===== src/rtl/cmia_pkg.sv =====
`timescale 1ns/1ps
package cmia_pkg;

   typedef enum logic [1:0] {
      DEC_NOP   = 2'b00,
      DEC_ISSUE = 2'b01,
      DEC_STALL = 2'b10,
      DEC_TRAP  = 2'b11
   } dec_kind_e;

   typedef struct packed {
      logic op_valid;
      logic cond_known;
      logic cond_pass;
      logic ptr_known;
      logic ptr_bad;
      logic unit_ready;
   } op_req_t;

endpackage


===== src/rtl/cmia_capture.sv =====
`timescale 1ns/1ps
module cmia_capture
   import cmia_pkg::*;
#(
   parameter int TAG_W      = 4,
   parameter int REG_INPUTS = 1
) (
   input  logic             clk,
   input  logic             rst_n,
   input  op_req_t          req_d,
   input  logic [TAG_W-1:0] tag_d,
   output op_req_t          req_q,
   output logic [TAG_W-1:0] tag_q
);

   generate
      if (REG_INPUTS != 0) begin : g_reg
         always_ff @(posedge clk or negedge rst_n) begin
            if (!rst_n) begin
               req_q <= '0;
               tag_q <= '0;
            end else begin
               req_q <= req_d;
               tag_q <= tag_d;
            end
         end
      end else begin : g_pass
         assign req_q = req_d;
         assign tag_q = tag_d;
      end
   endgenerate

endmodule


===== src/rtl/cmia_decide.sv =====
`timescale 1ns/1ps
module cmia_decide
   import cmia_pkg::*;
#(
   parameter int CAUSE_W        = 3,
   parameter int PTR_FAULT_CODE = 1
) (
   input  op_req_t            req,
   output logic               verdict_valid,
   output dec_kind_e          verdict,
   output logic [CAUSE_W-1:0] cause
);

   localparam logic [CAUSE_W-1:0] FAULT_CAUSE = CAUSE_W'(PTR_FAULT_CODE);

   always_comb begin
      verdict_valid = req.op_valid;
      verdict       = DEC_NOP;
      cause         = '0;
      if (!req.op_valid) begin
         verdict = DEC_NOP;
      end else if (!req.cond_known) begin
         verdict = DEC_STALL;
      end else if (!req.cond_pass) begin
         verdict = DEC_NOP;
      end else if (!req.ptr_known) begin
         verdict = DEC_STALL;
      end else if (req.ptr_bad) begin
         verdict = DEC_TRAP;
         cause   = FAULT_CAUSE;
      end else if (!req.unit_ready) begin
         verdict = DEC_STALL;
      end else begin
         verdict = DEC_ISSUE;
      end
   end

endmodule


===== src/rtl/cmia_hold.sv =====
`timescale 1ns/1ps
module cmia_hold
   import cmia_pkg::*;
#(
   parameter int TAG_W   = 4,
   parameter int CAUSE_W = 3
) (
   input  logic               clk,
   input  logic               rst_n,
   input  logic               valid_d,
   input  dec_kind_e          kind_d,
   input  logic [CAUSE_W-1:0] cause_d,
   input  logic [TAG_W-1:0]   tag_d,
   output logic               valid_q,
   output dec_kind_e          kind_q,
   output logic [CAUSE_W-1:0] cause_q,
   output logic [TAG_W-1:0]   tag_q
);

   always_ff @(posedge clk or negedge rst_n) begin
      if (!rst_n) begin
         valid_q <= 1'b0;
         kind_q  <= DEC_NOP;
         cause_q <= '0;
         tag_q   <= '0;
      end else begin
         valid_q <= valid_d;
         kind_q  <= kind_d;
         cause_q <= cause_d;
         tag_q   <= tag_d;
      end
   end

endmodule


===== src/rtl/cond_mem_issue_arb.sv =====
`timescale 1ns/1ps
module cond_mem_issue_arb
   import cmia_pkg::*;
#(
   parameter int TAG_W          = 4,
   parameter int CAUSE_W        = 3,
   parameter int PTR_FAULT_CODE = 1,
   parameter int REG_INPUTS     = 1
) (
   input  logic               clk,
   input  logic               rst_n,
   input  logic               op_valid,
   input  logic [TAG_W-1:0]   op_tag,
   input  logic               cond_known,
   input  logic               cond_pass,
   input  logic               ptr_known,
   input  logic               ptr_bad,
   input  logic               unit_ready,
   output logic               dec_valid,
   output logic [1:0]         dec_kind,
   output logic [CAUSE_W-1:0] dec_cause,
   output logic [TAG_W-1:0]   dec_tag
);

   localparam int LAT = 1 + REG_INPUTS;

   generate
      if (TAG_W < 1) begin : g_bad_tag
         $error("TAG_W must be at least 1");
      end
      if (CAUSE_W < 1) begin : g_bad_cause_w
         $error("CAUSE_W must be at least 1");
      end
      if (PTR_FAULT_CODE < 1 || PTR_FAULT_CODE >= (1 << CAUSE_W)) begin : g_bad_code
         $error("PTR_FAULT_CODE must be nonzero and fit in CAUSE_W bits");
      end
      if (REG_INPUTS != 0 && REG_INPUTS != 1) begin : g_bad_reg
         $error("REG_INPUTS must be 0 or 1");
      end
   endgenerate

   op_req_t            req_in;
   op_req_t            req_s;
   logic [TAG_W-1:0]   tag_s;
   logic               vd_valid;
   dec_kind_e          vd_kind;
   logic [CAUSE_W-1:0] vd_cause;
   dec_kind_e          out_kind;

   assign req_in = '{op_valid:   op_valid,
                     cond_known: cond_known,
                     cond_pass:  cond_pass,
                     ptr_known:  ptr_known,
                     ptr_bad:    ptr_bad,
                     unit_ready: unit_ready};

   cmia_capture #(
      .TAG_W      (TAG_W),
      .REG_INPUTS (REG_INPUTS)
   ) u_capture (
      .clk   (clk),
      .rst_n (rst_n),
      .req_d (req_in),
      .tag_d (op_tag),
      .req_q (req_s),
      .tag_q (tag_s)
   );

   cmia_decide #(
      .CAUSE_W        (CAUSE_W),
      .PTR_FAULT_CODE (PTR_FAULT_CODE)
   ) u_decide (
      .req           (req_s),
      .verdict_valid (vd_valid),
      .verdict       (vd_kind),
      .cause         (vd_cause)
   );

   cmia_hold #(
      .TAG_W   (TAG_W),
      .CAUSE_W (CAUSE_W)
   ) u_hold (
      .clk     (clk),
      .rst_n   (rst_n),
      .valid_d (vd_valid),
      .kind_d  (vd_kind),
      .cause_d (vd_cause),
      .tag_d   (tag_s),
      .valid_q (dec_valid),
      .kind_q  (out_kind),
      .cause_q (dec_cause),
      .tag_q   (dec_tag)
   );

   assign dec_kind = out_kind;

endmodule


===== config.mk =====
export PLATFORM = sky130hd
export DESIGN_NAME = cond_mem_issue_arb
export DESIGN_NICKNAME = d
export VERILOG_FILES = /design/src/rtl/cmia_pkg.sv /design/src/rtl/cmia_capture.sv /design/src/rtl/cmia_decide.sv /design/src/rtl/cmia_hold.sv /design/src/rtl/cond_mem_issue_arb.sv
export SDC_FILE = /design/constraint.sdc
export NUM_CORES = 1
export LEC_CHECK = 0
export ABC_AREA = 0
export CAP_MARGIN = 40
export CORE_MARGIN = 2
export CORE_UTILIZATION = 40
export CTS_BUF_LIST = sky130_fd_sc_hd__clkbuf_4 sky130_fd_sc_hd__clkbuf_8
export DETAILED_ROUTE_END_ITERATION = 8
export DONT_BUFFER_PORTS = 1
export GPL_TIMING_DRIVEN = 0
export PLACE_DENSITY = 0.54
export SLEW_MARGIN = 20
export SYNTH_ARGS = -nofsm -noshare
export SYNTH_HDL_FRONTEND = slang
export SYNTH_HIERARCHICAL = 1
export SYNTH_SLANG_ARGS = --single-unit
export TNS_END_PERCENT = 30

===== constraint.sdc =====
create_clock -name clk -period 0.8 [get_ports clk]
set_input_delay 0 -clock clk [delete_from_list [all_inputs] [get_ports clk]]
set_output_delay 0 -clock clk [all_outputs]
set_load 0.02 [all_outputs]

==> results of run 1 <==
==> stage by stage <==
stage	utilization	power (mW)	setup slack [ps]	hold slack (ps)
floorplan	-	1.145	15.84	-295.6
global placement	0.4492	1.151	2.968	-295.1
detailed placement	0.4492	1.153	-38.43	-295.2
CTS	0.5660	1.752	-33.94	257.3
global route	0.5869	1.844	-92.78	125.5
finish	0.5869	1.754	-34.99	126.1
==> sequential cells by signal, indices dropped and copies added, names as in the netlist <==
register / count
u_capture/req_q: 6
u_capture/tag_q: 4
u_hold/cause_q: 3
u_hold/kind_q: 2
u_hold/tag_q: 4
u_hold/valid_q: 1
==> kinds of logic after synthesis <==
group                  synth area share
and+or+nand+nor                 0.06815
buffers and inverters           0.04614
DFF                              0.8791
other                          0.006587
==> worst max-delay path, stage by stage, from the launching register on <==
cell and delay (ps):
dfrtp_1 380, nand4b_1 170, and3_1 180
==> layout make-up <==
| type | instances | area, um2 |
|---|---|---|
| well taps | 15 | 18.77 |
| inverters | 1 | 3.754 |
| plain buffers | 3 | 22.52 |
| flip-flops and latches | 20 | 500.5 |
| clock buffers | 4 | 36.28 |
| repair buffers | 14 | 142.6 |
| multi-input cells | 9 | 48.80 |
| fillers | 97 | 544.3 |
==> layer usage <==
| layer | vias up | routed length (um) | global-route usage |
|---|---|---|---|
| li1 | 132 | - | - |
| met1 | 139 | 272 | 0.1101 |
| met2 | 16 | 499 | 0.2031 |
| met3 | 0 | 66 | 0.04783 |
| met4 | 0 | 0 | 0.01935 |
| met5 | - | 0 | 0 |
==> repair_timing <==
action	CTS	global route
endpoints found under the setup margin	1	2
setup buffers	1	0
hold buffers	11	1
pin swaps	0	1
hold endpoints to repair	30	2
resized for setup	0	1
==> power groups by stage <==
stage | Clock (mW) | Combinational (mW) | Sequential [mW]
6_report | 0.544 | 0.101 | 1.11
2_1_floorplan | 0 | 0.0200 | 1.13
3_5_place_dp | 0 | 0.0217 | 1.13
4_1_cts | 0.556 | 0.0854 | 1.11
5_1_grt | 0.616 | 0.111 | 1.12
3_3_place_gp | 0 | 0.0209 | 1.13
==> path summary, 6_finish.rpt <==
kind                                      end  slack (ps)
min in group clk           u_capture/tag_q[1]         260
max in group asynchronous     u_hold/tag_q[2]         120
hold / removal             u_capture/tag_q[3]         130
setup / recovery             u_hold/kind_q[1]         -30
setup reg to reg             u_hold/kind_q[1]         -30
hold reg to reg               u_hold/tag_q[0]         360
==> cell usage in the layout (no fill, tap or decap) <==
cell	n
buf_8	1
clkbuf_4	3
inv_1	1
conb_1	2
nor2_1	2
clkbuf_8	1
nand4_1	1
buf_4	4
nor2_2	1
nand4b_1	1
nand2b_1	1
and3_1	1
dfrtp_1	20
dlygate4sd3_1	12
==> impl_metrics.toml, run 1 <==
[synth]
synth.ff_latch_count = 20
netlist.area_leader.share = 0.8791
ys.flop_type = "dfrtp_1"
synth-edff-count = 0
ys_types = 9
syn-instance-count = 32
yosys_warnings = 6
yosysTopAreaCell = "dfrtp_1"
synth.most_common_cell = "dfrtp_1"
syn_avg_cell_area_um2 = 17.79
synth.area.top_cells = "dfrtp_1, buf_4, nor2_1, nand4b_1, and3_1"
syn-cell-area_um2 = 569.3
postSynth.asyncResetShare = 1.000
ys_top_cells_by_count = "dfrtp_1, buf_4, nor2_1"
yosysSeqAreaShare = 0.8791

[worst_setup_path]
rr_worst_depth = 2
crit_start = "u_capture/req_q[1]"
timing.rr.start = "u_capture/req_q[1]"
critPathKind = "flip-flop to flip-flop"
end_kind = "flip-flop"
start_kind = "flip-flop"
worstPathArrival_ps = 1010
cp_max_fo = 2
critPathRequiredTime_ps = 970

[placed_design]
io_buffers = 0
gp_congestion = 0.6600
dpl_cell_area_um2 = 591.8
dp_cells = 48

[drt]
drc = 0
viasPerCell = 4.348
wl_um = 837
num_vias = 287
drt_first_pass_iters = 2
ant_nets = 0
routedWlPerCell_um = 12.68
drt_first_iter_violations = 1

[timing]
finalSetupTns_ps = -34.99
finalWorstSetupSlack_ps = -34.99
fmax_ghz = 1.198
fin_crit_sh = 1.044
rsz0062_at_grt = "true"
skew_ps = 6.548
final-setup-viol-count = 1
finalHoldViolCount = 0
finalMaxSlewViolations = 0
fin_crit_ps = 835.0

[finish]
syn_to_final_growth_pct = 35.82
finalNetCount = 64
num_antenna_cells = 0
fin_cells = 66
drive_gt1_frac = 0.1961
postLayoutCellArea_um2 = 773.2

[power_and_ir_drop]
intPower_mw = 1.400
pwr-share-comb = 0.057
share_seq_of_total_power = 0.633
p_per_area_mw_per_mm2 = 2268
swShare = 0.2019
clockPowerShare = 0.310
p_sw_uw = 354.1
ir_drop_v = 0.001302
leakagePower_nw = 0.3638

[clocking]
numCtsBuffers = 3
clk_path_buf_depth = 2
path_clk_slew_ps = 100
cts_root_buffer = "clkbuf_4"
clk_latency_ps = 280
h-tree-depth = 1
cts_sinks = 20
cts_tree = "yes"

[floorplan]
die_w_um = 41.73
io_pins = 22
dieArea_mm2 = 0.001741
design.core.area_mm2 = 0.001318
core.rowCount = 13
die_h_um = 41.73
start_util = 0.4321

[global_route]
grt_overflow = 0
grt_pass1_wl_um = 1359
grt_max_degree = 21
grt_pass1_vias = 309
grt_antenna_before_repair = 0
grt.total_usage = 0.1083

[run_status]
status = "complete, but fails checks"
violations = "negative setup slack"

[flow_run]
max-cap-violations = 0

[worst_hold_path]
hold_class = "input pin to async pin"
(Power assumes the default switching activity.)
==> inputs of run 2 (changes only) <==
--- a/config.mk
+++ b/config.mk
@@ -7,13 +7,15 @@
 export LEC_CHECK = 0
 export ABC_AREA = 0
 export CAP_MARGIN = 40
+export CELL_PAD_IN_SITES_DETAIL_PLACEMENT = 1
+export CELL_PAD_IN_SITES_GLOBAL_PLACEMENT = 1
 export CORE_MARGIN = 2
 export CORE_UTILIZATION = 40
 export CTS_BUF_LIST = sky130_fd_sc_hd__clkbuf_4 sky130_fd_sc_hd__clkbuf_8
 export DETAILED_ROUTE_END_ITERATION = 8
 export DONT_BUFFER_PORTS = 1
 export GPL_TIMING_DRIVEN = 0
-export PLACE_DENSITY = 0.54
+export PLACE_DENSITY = 0.65
 export SLEW_MARGIN = 20
 export SYNTH_ARGS = -nofsm -noshare
 export SYNTH_HDL_FRONTEND = slang
==> impl_metrics.toml, run 2 (synthesis results as in run 1) <==
[run_status]
status = "complete, but fails checks"
violations = "negative setup slack"

[drt]
num_vias = 301
viasPerCell = 4.631
wl_um = 1136
ant_nets = 0
routedWlPerCell_um = 17.48
drt_first_pass_iters = 4
drc = 0
drt_first_iter_violations = 4

[timing]
fin_crit_sh = 1.038
finalWorstSetupSlack_ps = -30.16
final-setup-viol-count = 1
finalHoldViolCount = 0
rsz0062_at_grt = "true"
finalMaxSlewViolations = 0
finalSetupTns_ps = -30.16
fmax_ghz = 1.205
skew_ps = 1.580
fin_crit_ps = 830.2

[power_and_ir_drop]
intPower_mw = 1.400
clockPowerShare = 0.311
swShare = 0.2072
pwr-share-comb = 0.057
p_sw_uw = 365.8
leakagePower_nw = 0.3645
share_seq_of_total_power = 0.632
ir_drop_v = 0.001473
p_per_area_mw_per_mm2 = 2295

[clocking]
clk_path_buf_depth = 2
h-tree-depth = 1
numCtsBuffers = 3
cts_sinks = 20
cts_root_buffer = "clkbuf_4"
clk_latency_ps = 290
path_clk_slew_ps = 100
cts_tree = "yes"

[global_route]
grt_antenna_before_repair = 0
grt.total_usage = 0.1611
grt_pass1_vias = 376
grt_max_degree = 21
grt_overflow = 0
grt_pass1_wl_um = 1869

[worst_setup_path]
critPathRequiredTime_ps = 980
cp_slowest_cell = "dfrtp_1"
max_stage_delay_ps = 440
cp_max_fo = 3
end_kind = "flip-flop"
worstPathCellList = "nand4b_1 > and3_1"
start_kind = "flip-flop"
worstPathArrival_ps = 1010
rr_worst_depth = 2
critPathKind = "flip-flop to flip-flop"

[placed_design]
io_buffers = 0
dpl_cell_area_um2 = 591.8
gp_congestion = 0.5876

[finish]
reg_top3 = "u_capture/req_q: 6 flops, u_capture/tag_q: 4 flops, u_hold/tag_q: 4 flops"
multi_input_area_um2 = 53.80
mostFrequentLayoutCells = "dfrtp_1, dlygate4sd3_1, buf_4"
top_register = "u_capture/req_q"
drive_gt1_frac = 0.2200
postLayoutCellArea_um2 = 769.5
n_fill_cell = 118
final_util = 0.5840
finalNetCount = 63
largest_register_ffs = 6
regArea_um2 = 501.7
num_antenna_cells = 0
syn_to_final_growth_pct = 35.16
final_common_cell = "dfrtp_1"

[floorplan]
dieArea_mm2 = 0.001741
io_pins = 22
core.rowCount = 13
design.core.area_mm2 = 0.001318
die_w_um = 41.73
start_util = 0.4321
die_h_um = 41.73

[flow_run]
max-cap-violations = 0

[worst_hold_path]
hold_class = "input pin to async pin"
[run 2: cell types whose count changed in the layout (fill, tap and decap cells not counted), sizes merged]
cell,delta
dlygate4sd3,-1
[run 2: power by group through the flow]
stage / Combinational [mW] / Sequential [mW] / Clock [mW]
floorplan: 0.0200 / 1.13 / 0
global placement: 0.0211 / 1.13 / 0
detailed placement: 0.0223 / 1.14 / 0
CTS: 0.0863 / 1.12 / 0.577
global route: 0.112 / 1.12 / 0.625
finish: 0.101 / 1.12 / 0.549
[run 2: area by class of cell]
| class | instances | area share |
|---|---|---|
| tap | 15 | 0.02439 |
| timing repair buffer | 13 | 0.1724 |
| buffer | 3 | 0.02927 |
| clock buffer | 4 | 0.04715 |
| multi-input combinational | 9 | 0.06992 |
| inverter | 1 | 0.004878 |
| sequential | 20 | 0.6520 |
[run 2: repair_timing]
item | 4_1_cts | 5_1_grt
gates resized for setup | 0 | 2
gates cloned | 0 | 0
setup buffers | 1 | 0
setup endpoints to repair | 1 | 3
endpoints found under the hold margin | 30 | 0
hold buffers | 11 | 0
[run 2: path summary, 6_finish.rpt]
path                                       to               start  slack, ps
max                          u_hold/kind_q[1]  u_capture/req_q[4]        -30
min                           u_hold/tag_q[3]               rst_n         70
max reg2reg                  u_hold/kind_q[1]  u_capture/req_q[4]        -30
min reg2reg                   u_hold/tag_q[1]  u_capture/tag_q[1]        360
max in group asynchronous     u_hold/tag_q[0]               rst_n        300
min in group clk           u_capture/tag_q[0]           op_tag[0]        260
[run 2: critical path, delay by kind of cell, from the launching register on]
family	cells	cell delay, ps
flops	1	440
simple gates	2	290
[run 2: metrics by stage]
stage / setup slack [ps] / hold WS, ps / total power, mW / instances
final: -30.16 / 73.42 / 1.766 / 65
after global routing: -56.98 / 88.32 / 1.859 / 65
after CTS: -60.74 / 243.7 / 1.779 / 64
after detailed placement: -69.06 / -295.1 / 1.160 / 48
after global placement: -3.637 / -295.1 / 1.151 / 48
after floorplan: 15.84 / -295.6 / 1.145 / 33
[run 2: per-layer routing]
metal	wire length [um]	up-vias	GRT usage	part of all wire
li1	-	129	-	-
met1	365	150	0.1534	0.32
met2	675	20	0.2969	0.59
met3	76	2	0.04783	0.067
met4	19	0	0.09677	0.017
met5	0	-	0	0
==> inputs of run 3 (changes only) <==
--- a/config.mk
+++ b/config.mk
@@ -9,13 +9,13 @@
 export CAP_MARGIN = 40
 export CELL_PAD_IN_SITES_DETAIL_PLACEMENT = 1
 export CELL_PAD_IN_SITES_GLOBAL_PLACEMENT = 1
-export CORE_MARGIN = 2
+export CORE_MARGIN = 3
 export CORE_UTILIZATION = 40
 export CTS_BUF_LIST = sky130_fd_sc_hd__clkbuf_4 sky130_fd_sc_hd__clkbuf_8
 export DETAILED_ROUTE_END_ITERATION = 8
 export DONT_BUFFER_PORTS = 1
 export GPL_TIMING_DRIVEN = 0
-export PLACE_DENSITY = 0.65
+export PLACE_DENSITY = 0.62
 export SLEW_MARGIN = 20
 export SYNTH_ARGS = -nofsm -noshare
 export SYNTH_HDL_FRONTEND = slang
==> constraint.sdc (replaced) <==
create_clock -name clk -period 0.9 [get_ports clk]
set_input_delay 0 -clock clk [delete_from_list [all_inputs] [get_ports clk]]
set_output_delay 0 -clock clk [all_outputs]
set_load 0.02 [all_outputs]
==> impl_metrics.toml, run 3 (synthesis results as in run 1) <==
[worst_setup_path]
cp_max_fo = 3
critPathRequiredTime_ps = 1080
start_kind = "flip-flop"
crit_start = "u_capture/req_q[1]"
timing.rr.start = "u_capture/req_q[1]"
worstPathArrival_ps = 1070
end_kind = "flip-flop"
critPathKind = "flip-flop to flip-flop"

[finish]
reg_top3 = "u_capture/req_q: 6 flops, u_capture/tag_q: 4 flops, u_hold/tag_q: 4 flops"
final_common_cell = "dfrtp_1"
num_antenna_cells = 0
largest_register_ffs = 6
top_register = "u_capture/req_q"
postLayoutCellArea_um2 = 734.5
fin_cells = 62
mostFrequentLayoutCells = "dfrtp_1, dlygate4sd3_1, clkbuf_4, nor2_1, buf_4"
drive_gt1_frac = 0.1458
n_fill_cell = 115
syn_to_final_growth_pct = 29.01
finalNetCount = 62

[global_route]
grt_overflow = 0
grt_antenna_before_repair = 0
grt_pass1_wl_um = 1531
grt_pass1_vias = 339
grt.total_usage = 0.1208
grt_max_degree = 21

[timing]
fin_crit_ps = 890.3
fin_crit_sh = 0.9893
rsz0062_at_grt = "true"
finalMaxSlewViolations = 0
final-setup-viol-count = 0
fmax_ghz = 1.123
finalSetupTns_ps = 0
skew_ps = 0.5175
finalHoldViolCount = 0

[floorplan]
core.rowCount = 12
dieArea_mm2 = 0.001912
io_pins = 22
die_w_um = 43.73
design.core.area_mm2 = 0.001216
start_util = 0.4681
die_h_um = 43.73

[power_and_ir_drop]
power_mw = 1.449
p_per_area_mw_per_mm2 = 1973
leakagePower_nw = 0.3463
ir_drop_v = 0.001046

[placed_design]
dpl_cell_area_um2 = 590.6
io_buffers = 0
gp_congestion = 0.5831
dp_cells = 47

[worst_hold_path]
hold_class = "input pin to async pin"

[clocking]
cts_sinks = 20
cts_tree = "yes"
cts_root_buffer = "clkbuf_4"
clk_latency_ps = 280
cts_setup_buffers = 0
clk_path_buf_depth = 2
h-tree-depth = 1
numCtsBuffers = 3
path_clk_slew_ps = 100

[flow_run]
max-cap-violations = 0

[run_status]
status = "completed"

[drt]
wl_um = 954
viasPerCell = 4.823
num_vias = 299
drt_first_iter_violations = 2
routedWlPerCell_um = 15.39
drt_first_pass_iters = 4
ant_nets = 0
drc = 0
-- run 3: cell count changes in the layout (fill, tap and decap cells not counted) --
cell and delta:
nand2b_4 -1, buf_6 +1, dfrtp_2 -1, clkbuf_8 -1
buf_4 -1, nand2b_1 +1, buf_8 -1, dfrtp_1 +1
-- run 3: what timing repair did --
| action | in CTS | in global routing |
|---|---|---|
| setup endpoints to repair | 0 | 1 |
| resized for setup | 0 | 0 |
| hold buffers | 11 | 0 |
| endpoints found under the hold margin | 30 | 0 |
-- run 3: worst max-delay path, cell delays in order, from the launching register on --
cell and delay [ps]:
dfrtp_1 410, nand4b_1 200, and3_1 180
-- run 3: worst paths after layout --
path / end / slack, ps / cells past startpoint
setup / recovery: u_hold/kind_q[1] / 10 / 2
hold / removal: u_capture/tag_q[0] / 100 / 1
setup reg to reg: u_hold/kind_q[1] / 10 / 2
hold reg to reg: u_hold/tag_q[1] / 360 / 0
max in group asynchronous: u_hold/kind_q[0] / 360 / 2
min in group clk: u_capture/req_q[1] / 260 / 1
-- run 3: report_power, final --
group / switching, mW / internal, mW / leakage, nW
Sequential: 0.0487 / 0.941 / 0.238
Combinational: 0.0291 / 0.0493 / 0.0944
Clock: 0.225 / 0.155 / 0.0138
Total: 0.303 / 1.15 / 0.346
-- run 3: per-layer routing --
metal / track usage / up-vias / part of all wire
li1: - / 128 / -
met1: 0.1041 / 147 / 0.33
met2: 0.2267 / 22 / 0.56
met3: 0.07054 / 2 / 0.10
met4: 0.03614 / 0 / 0.0042
met5: 0 / - / 0
-- run 3: area by class of cell --
| type | count | area [um2] | area share |
|---|---|---|---|
| Sequential cell | 20 | 500.5 | 0.6814 |
| Timing Repair Buffer | 12 | 121.4 | 0.1652 |
| Multi-Input combinational cell | 9 | 46.29 | 0.06303 |
| Clock buffer | 3 | 22.52 | 0.03066 |
| Buffer | 3 | 22.52 | 0.03066 |
| Tap cell | 14 | 17.52 | 0.02385 |
| Inverter | 1 | 3.754 | 0.005111 |
-- run 3: metrics by stage --
stage | hold WS [ps] | setup slack (ps) | util
after floorplan | -295.6 | 115.8 | -
after global placement | -295.1 | 90.82 | 0.4856
after detailed placement | -295.2 | 81.06 | 0.4856
after CTS | 243.7 | 67.36 | 0.5947
after global routing | 104.7 | -12.42 | 0.6039
final | 99.51 | 9.658 | 0.6039
